--- config.mk ---
export PLATFORM = sky130hd
export DESIGN_NAME = rxto_detect
export DESIGN_NICKNAME = d
export VERILOG_FILES = /design/src/rtl/rxto_pkg.sv /design/src/rtl/rxto_frame_len.sv /design/src/rtl/rxto_char_timer.sv /design/src/rtl/rxto_char_count.sv /design/src/rtl/rxto_detect.sv
export SDC_FILE = /design/constraint.sdc
export NUM_CORES = 1
export LEC_CHECK = 0
export BUFFER_PORTS_ARGS = -buffer_cell sky130_fd_sc_hd__buf_2
export CAP_MARGIN = 20
export CORE_ASPECT_RATIO = 1.5
export CORE_MARGIN = 4
export CORE_UTILIZATION = 40
export DETAILED_ROUTE_END_ITERATION = 7
export GPL_TIMING_DRIVEN = 0
export PLACE_DENSITY = 0.67
export RECOVER_POWER = 25
export SLEW_MARGIN = 0
export SYNTH_ARGS = -nofsm -noshare
export SYNTH_HDL_FRONTEND = slang
export SYNTH_SLANG_ARGS = --single-unit
--- constraint.sdc ---
create_clock -name clk -period 5.55 [get_ports clk]
set_input_delay 0.2775 -clock clk [delete_from_list [all_inputs] [get_ports clk]]
set_output_delay 0.2775 -clock clk [all_outputs]
set_load 0.05 [all_outputs]
--- src/rtl/rxto_pkg.sv ---
package rxto_pkg;
   localparam int unsigned MIN_DATA_BITS = 5;
   localparam int unsigned MAX_FRAME_BITS = 12;

   // start + data + parity + stop(s)
   function automatic int unsigned frame_bits(input logic [1:0] dlen,
                                              input logic       par,
                                              input logic       stop2);
      return 1 + MIN_DATA_BITS + 32'(dlen) + 32'(par) + 1 + 32'(stop2);
   endfunction
endpackage

--- src/rtl/rxto_frame_len.sv ---
module rxto_frame_len #(
   parameter int unsigned OVS   = 16,
   parameter int unsigned TPC_W = 8
) (
   input  logic [1:0]       data_len,
   input  logic             parity_en,
   input  logic             two_stop,
   output logic [TPC_W-1:0] ticks_per_char
);
   import rxto_pkg::*;
   always_comb begin
      ticks_per_char = TPC_W'(frame_bits(data_len, parity_en, two_stop) * OVS);
   end
endmodule

--- src/rtl/rxto_char_timer.sv ---
module rxto_char_timer #(
   parameter int unsigned TPC_W = 8
) (
   input  logic             clk,
   input  logic             rst_n,
   input  logic             clr,
   input  logic             tick,
   input  logic [TPC_W-1:0] ticks_per_char,
   output logic             char_pulse
);
   logic [TPC_W-1:0] sub_q;
   logic [TPC_W:0]   sub_inc;
   logic             wrap;

   always_comb begin
      sub_inc    = {1'b0, sub_q} + 1'b1;
      wrap       = sub_inc >= {1'b0, ticks_per_char};
      char_pulse = tick && wrap && !clr;
   end

   always_ff @(posedge clk or negedge rst_n) begin
      if (!rst_n)      sub_q <= '0;
      else if (clr)    sub_q <= '0;
      else if (tick)   sub_q <= wrap ? '0 : sub_inc[TPC_W-1:0];
   end
endmodule

--- src/rtl/rxto_char_count.sv ---
module rxto_char_count #(
   parameter int unsigned TIMEOUT_CHARS = 4,
   localparam int unsigned LIMIT = TIMEOUT_CHARS + 1,
   localparam int unsigned CNT_W = $clog2(LIMIT + 1)
) (
   input  logic clk,
   input  logic rst_n,
   input  logic clr,
   input  logic char_pulse,
   output logic expired
);
   logic [CNT_W-1:0] cnt_q;

   assign expired = (cnt_q == CNT_W'(LIMIT));

   always_ff @(posedge clk or negedge rst_n) begin
      if (!rst_n)                      cnt_q <= '0;
      else if (clr)                    cnt_q <= '0;
      else if (char_pulse && !expired) cnt_q <= cnt_q + 1'b1;
   end
endmodule

--- src/rtl/rxto_detect.sv ---
module rxto_detect #(
   parameter int unsigned OVS           = 16,
   parameter int unsigned TIMEOUT_CHARS = 4
) (
   input  logic       clk,
   input  logic       rst_n,
   input  logic       baud_tick,
   input  logic [1:0] data_len,
   input  logic       parity_en,
   input  logic       two_stop,
   input  logic       char_rcvd,
   input  logic       start_det,
   input  logic       fifo_rd,
   input  logic       fifo_empty,
   input  logic       fifo_en,
   input  logic       to_int_en,
   output logic       to_pending
);
   localparam int unsigned TPC_W = $clog2(rxto_pkg::MAX_FRAME_BITS * OVS + 1);

   generate
      if (OVS < 1) begin : g_bad_ovs
         $error("rxto_detect: OVS must be at least 1");
      end
      if (TIMEOUT_CHARS < 1) begin : g_bad_to
         $error("rxto_detect: TIMEOUT_CHARS must be at least 1");
      end
   endgenerate

   logic [TPC_W-1:0] tpc;
   logic             armed, clr, char_pulse, expired;

   always_comb begin
      armed      = fifo_en && to_int_en && !fifo_empty;
      to_pending = armed && expired;
      clr        = !armed || char_rcvd || fifo_rd || (start_det && to_pending);
   end

   rxto_frame_len #(.OVS(OVS), .TPC_W(TPC_W)) u_len (
      .data_len       (data_len),
      .parity_en      (parity_en),
      .two_stop       (two_stop),
      .ticks_per_char (tpc)
   );

   rxto_char_timer #(.TPC_W(TPC_W)) u_timer (
      .clk            (clk),
      .rst_n          (rst_n),
      .clr            (clr),
      .tick           (baud_tick),
      .ticks_per_char (tpc),
      .char_pulse     (char_pulse)
   );

   rxto_char_count #(.TIMEOUT_CHARS(TIMEOUT_CHARS)) u_count (
      .clk        (clk),
      .rst_n      (rst_n),
      .clr        (clr),
      .char_pulse (char_pulse),
      .expired    (expired)
   );
endmodule

==> impl_metrics.toml <==
[place]
dp_cells = 139
io_buffers = 13
placed_area_um2 = 988
gp_congestion = 0.806
dp_hpwl_mm = 1.46

[yosys]
synth-edff-count = 0
synth-async-reset-ratio_pct = 100
synth_cell_types = 30
syn_inst = 104
synth.net_count = 129
netlist_area_um2 = 896
ys.warnings.count = 0
syn_area_per_cell_um2 = 8.61
ys_seq_area_share_pct = 30.7
synth_ff_type = "dfrtp_1"
ys_seq_elements = 11

[power_and_ir_drop]
p_total_uw = 159
p_leak_uw = 0.000466
ir_drop_v = 0.0000941
powerDensity_mw_per_mm2 = 155

[floorplanning]
die_area_mm2 = 0.00308
core_mm2 = 0.00208
initial_utilization_pct = 43.1
die_h_um = 66.0
rows = 20
die_w_um = 46.6
ioPinCount = 14

[route]
viasPerCell = 5.47
vias = 788
drt_wl_total_mm = 1.83
drt_first_pass_iters = 5
drc = 0
postRouteAntennaNets = 0
avgRoutedWirePerCell_um = 12.7
drt_iter0_markers = 5

[cts]
ctsRootBufferMaster = "clkbuf_4"
clockBufferDepth = 2
htree_num_levels = 1
cts_resized = 0
cts.sinks = 11
cts_tree = "built"
post_cts_buffers = 0
cts-buffers-inserted = 3
clkTransAtPathRegs_ns = 0.07
clk_latency_ns = 0.27
cts_hold_buf = 1

[worst_setup_path]
path_delay_family = "compound AO/OA/AOI/OAI gates"
critPathMaxFanout = 10
critPathRequiredTime_ns = 5.74
cp_num_cells = 11
r2r_cells = 11
critical_path_class = "flip-flop to flip-flop"
start_kind = "flip-flop"
setup.worst_path.end = "u_timer.sub_q[6]"
slowest_stage = "dfrtp_1"
rr_startpoint = "u_timer.sub_q[0]"
end_kind = "flip-flop"
r2r_setup_slack_ns = 2.92
crit_arrival_ns = 2.82
crit_chain = "ha_1 -> and4_1 -> nand2_1 -> xnor2_1 -> ha_1 -> a21oi_1 -> a21boi_1 -> a211oi_4 -> buf_6 -> nand3_2 -> a31oi_2"
crit_start = "u_timer.sub_q[0]"
cp_slowest_stage_delay_ns = 0.41
r2r-end = "u_timer.sub_q[6]"
cp_num_buf_inv = 1
cpMostUsedCell = "ha_1"

[sta]
fin_skew_ns = 0.00141
drv_slew = 0
setup_viol = 0
rsz0062_at_grt = "false"
worst_pin_slew_ns = 0.625
clock.fmax_ghz = 0.380
min_period_over_period_pct = 47.4
max_slew_margin_pct = 58.3
timing.final.hold_violations = 0
tns_ns = 0
min_period_ns = 2.63

[finish]
layout_common_cells = "nand2_1 (16), buf_2 (12), ha_1 (11), dfrtp_1 (11), a21oi_1 (10)"
antennaDiodeCount = 0
fin_nets = 148
final_area_mm2 = 0.00102
layout.cells.non_filler = 144
finish.utilization_pct = 49.3
mostFrequentLayoutCell = "nand2_1"
area_growth_pct = 14.2
drive_gt1_share_pct = 17.2

[run]
drv_cap = 0

[grt]
grt_pass1_vias = 816
grt_antenna_before_repair = 0
grt_util_all_layers_pct = 14.9
grt_max_degree = 12
grt_remaining_overflow = 0
grt_pass1_wl_mm = 3.36

[min_path]
holdCritPathClass = "input pin to flip-flop"
whs_path_depth = 4
hold_path_startpoint = "char_rcvd"

[run_status]
status = "finished clean"
-- registers in the layout (all words and copies together), names as in the netlist --
name           count
u_count.cnt_q      3
u_timer.sub_q      8
-- how the worst min path moves through the flow --
stage                            end  slack (ns)
global route        u_timer.sub_q[6]        0.29
detailed placement  u_timer.sub_q[4]        0.17
global placement    u_timer.sub_q[4]        0.16
CTS                 u_timer.sub_q[6]        0.28
floorplan           u_count.cnt_q[0]       -0.02
finish              u_timer.sub_q[6]        0.27
-- logic make-up (layout without fill, tap and decap cells) --
group           Yosys count  after routing  share of synthesized area, %
compound gates           22             22                          16.6
xor+xnor                  6              6                          5.87
fa+ha+maj                12             12                          17.6
buf+inv                  10             28                          5.03
flops                    11             11                          30.7
simple gates             43             43                          24.2
-- layout make-up --
class	instances	area, µm²
inverters	7	26.3
clock buffers	4	26.3
flip-flops and latches	11	275
repair buffers	14	73.8
well taps	22	27.5
plain buffers	3	18.8
multi-input cells	83	576
fillers	210	1050
-- worst register-to-register path, cell delays in order, from the launching register on --
cell and delay, ns:
dfrtp_1 0.41, ha_1 0.25, and4_1 0.24, nand2_1 0.11
xnor2_1 0.17, ha_1 0.34, a21oi_1 0.14, a21boi_1 0.13
a211oi_4 0.33, buf_6 0.19, nand3_2 0.08, a31oi_2 0.16
-- cells in the mapped netlist (2+ instances only) --
library cell / instances / area (µm²)
a21oi_1: 10 / 50.1
nand3b_1: 3 / 22.5
or3_1: 3 / 18.8
clkbuf_1: 2 / 7.51
ha_1: 11 / 138
xor2_1: 4 / 35.0
nand3_1: 3 / 15.0
dfrtp_1: 11 / 275
nor3_1: 2 / 10.0
nand3_2: 2 / 20.0
o21ai_1: 4 / 20.0
nor4_1: 2 / 12.5
inv_1: 6 / 22.5
xnor2_1: 2 / 17.5
nand2_1: 16 / 60.1
nor2_1: 8 / 30.0
nor2b_1: 2 / 12.5
-- report_power, final --
| part | total (µW) | switching [µW] | internal, µW |
|---|---|---|---|
| logic | 23.4 | 13.0 | 10.4 |
| registers | 80.2 | 0.0970 | 80.1 |
| clock network | 55.2 | 27.4 | 27.8 |
-- metal layers --
layer	part of all wire, %	track usage (%)	routed length [µm]	up-vias
met1	42	15.0	771	371
met3	3.7	1.91	67	4
li1	-	-	-	397
met2	52	27.8	951	16
met5	0	0	0	-
met4	2.3	7.96	42	0
-- metrics by stage --
step	setup slack [ns]	hold WS [ns]
after floorplan	2.98	-0.0181
after detailed placement	2.67	0.167
after global routing	2.71	0.292
after CTS	2.90	0.276
final	2.92	0.274
after global placement	2.74	0.156
No activity file was read; power rests on OpenSTA's default activity.
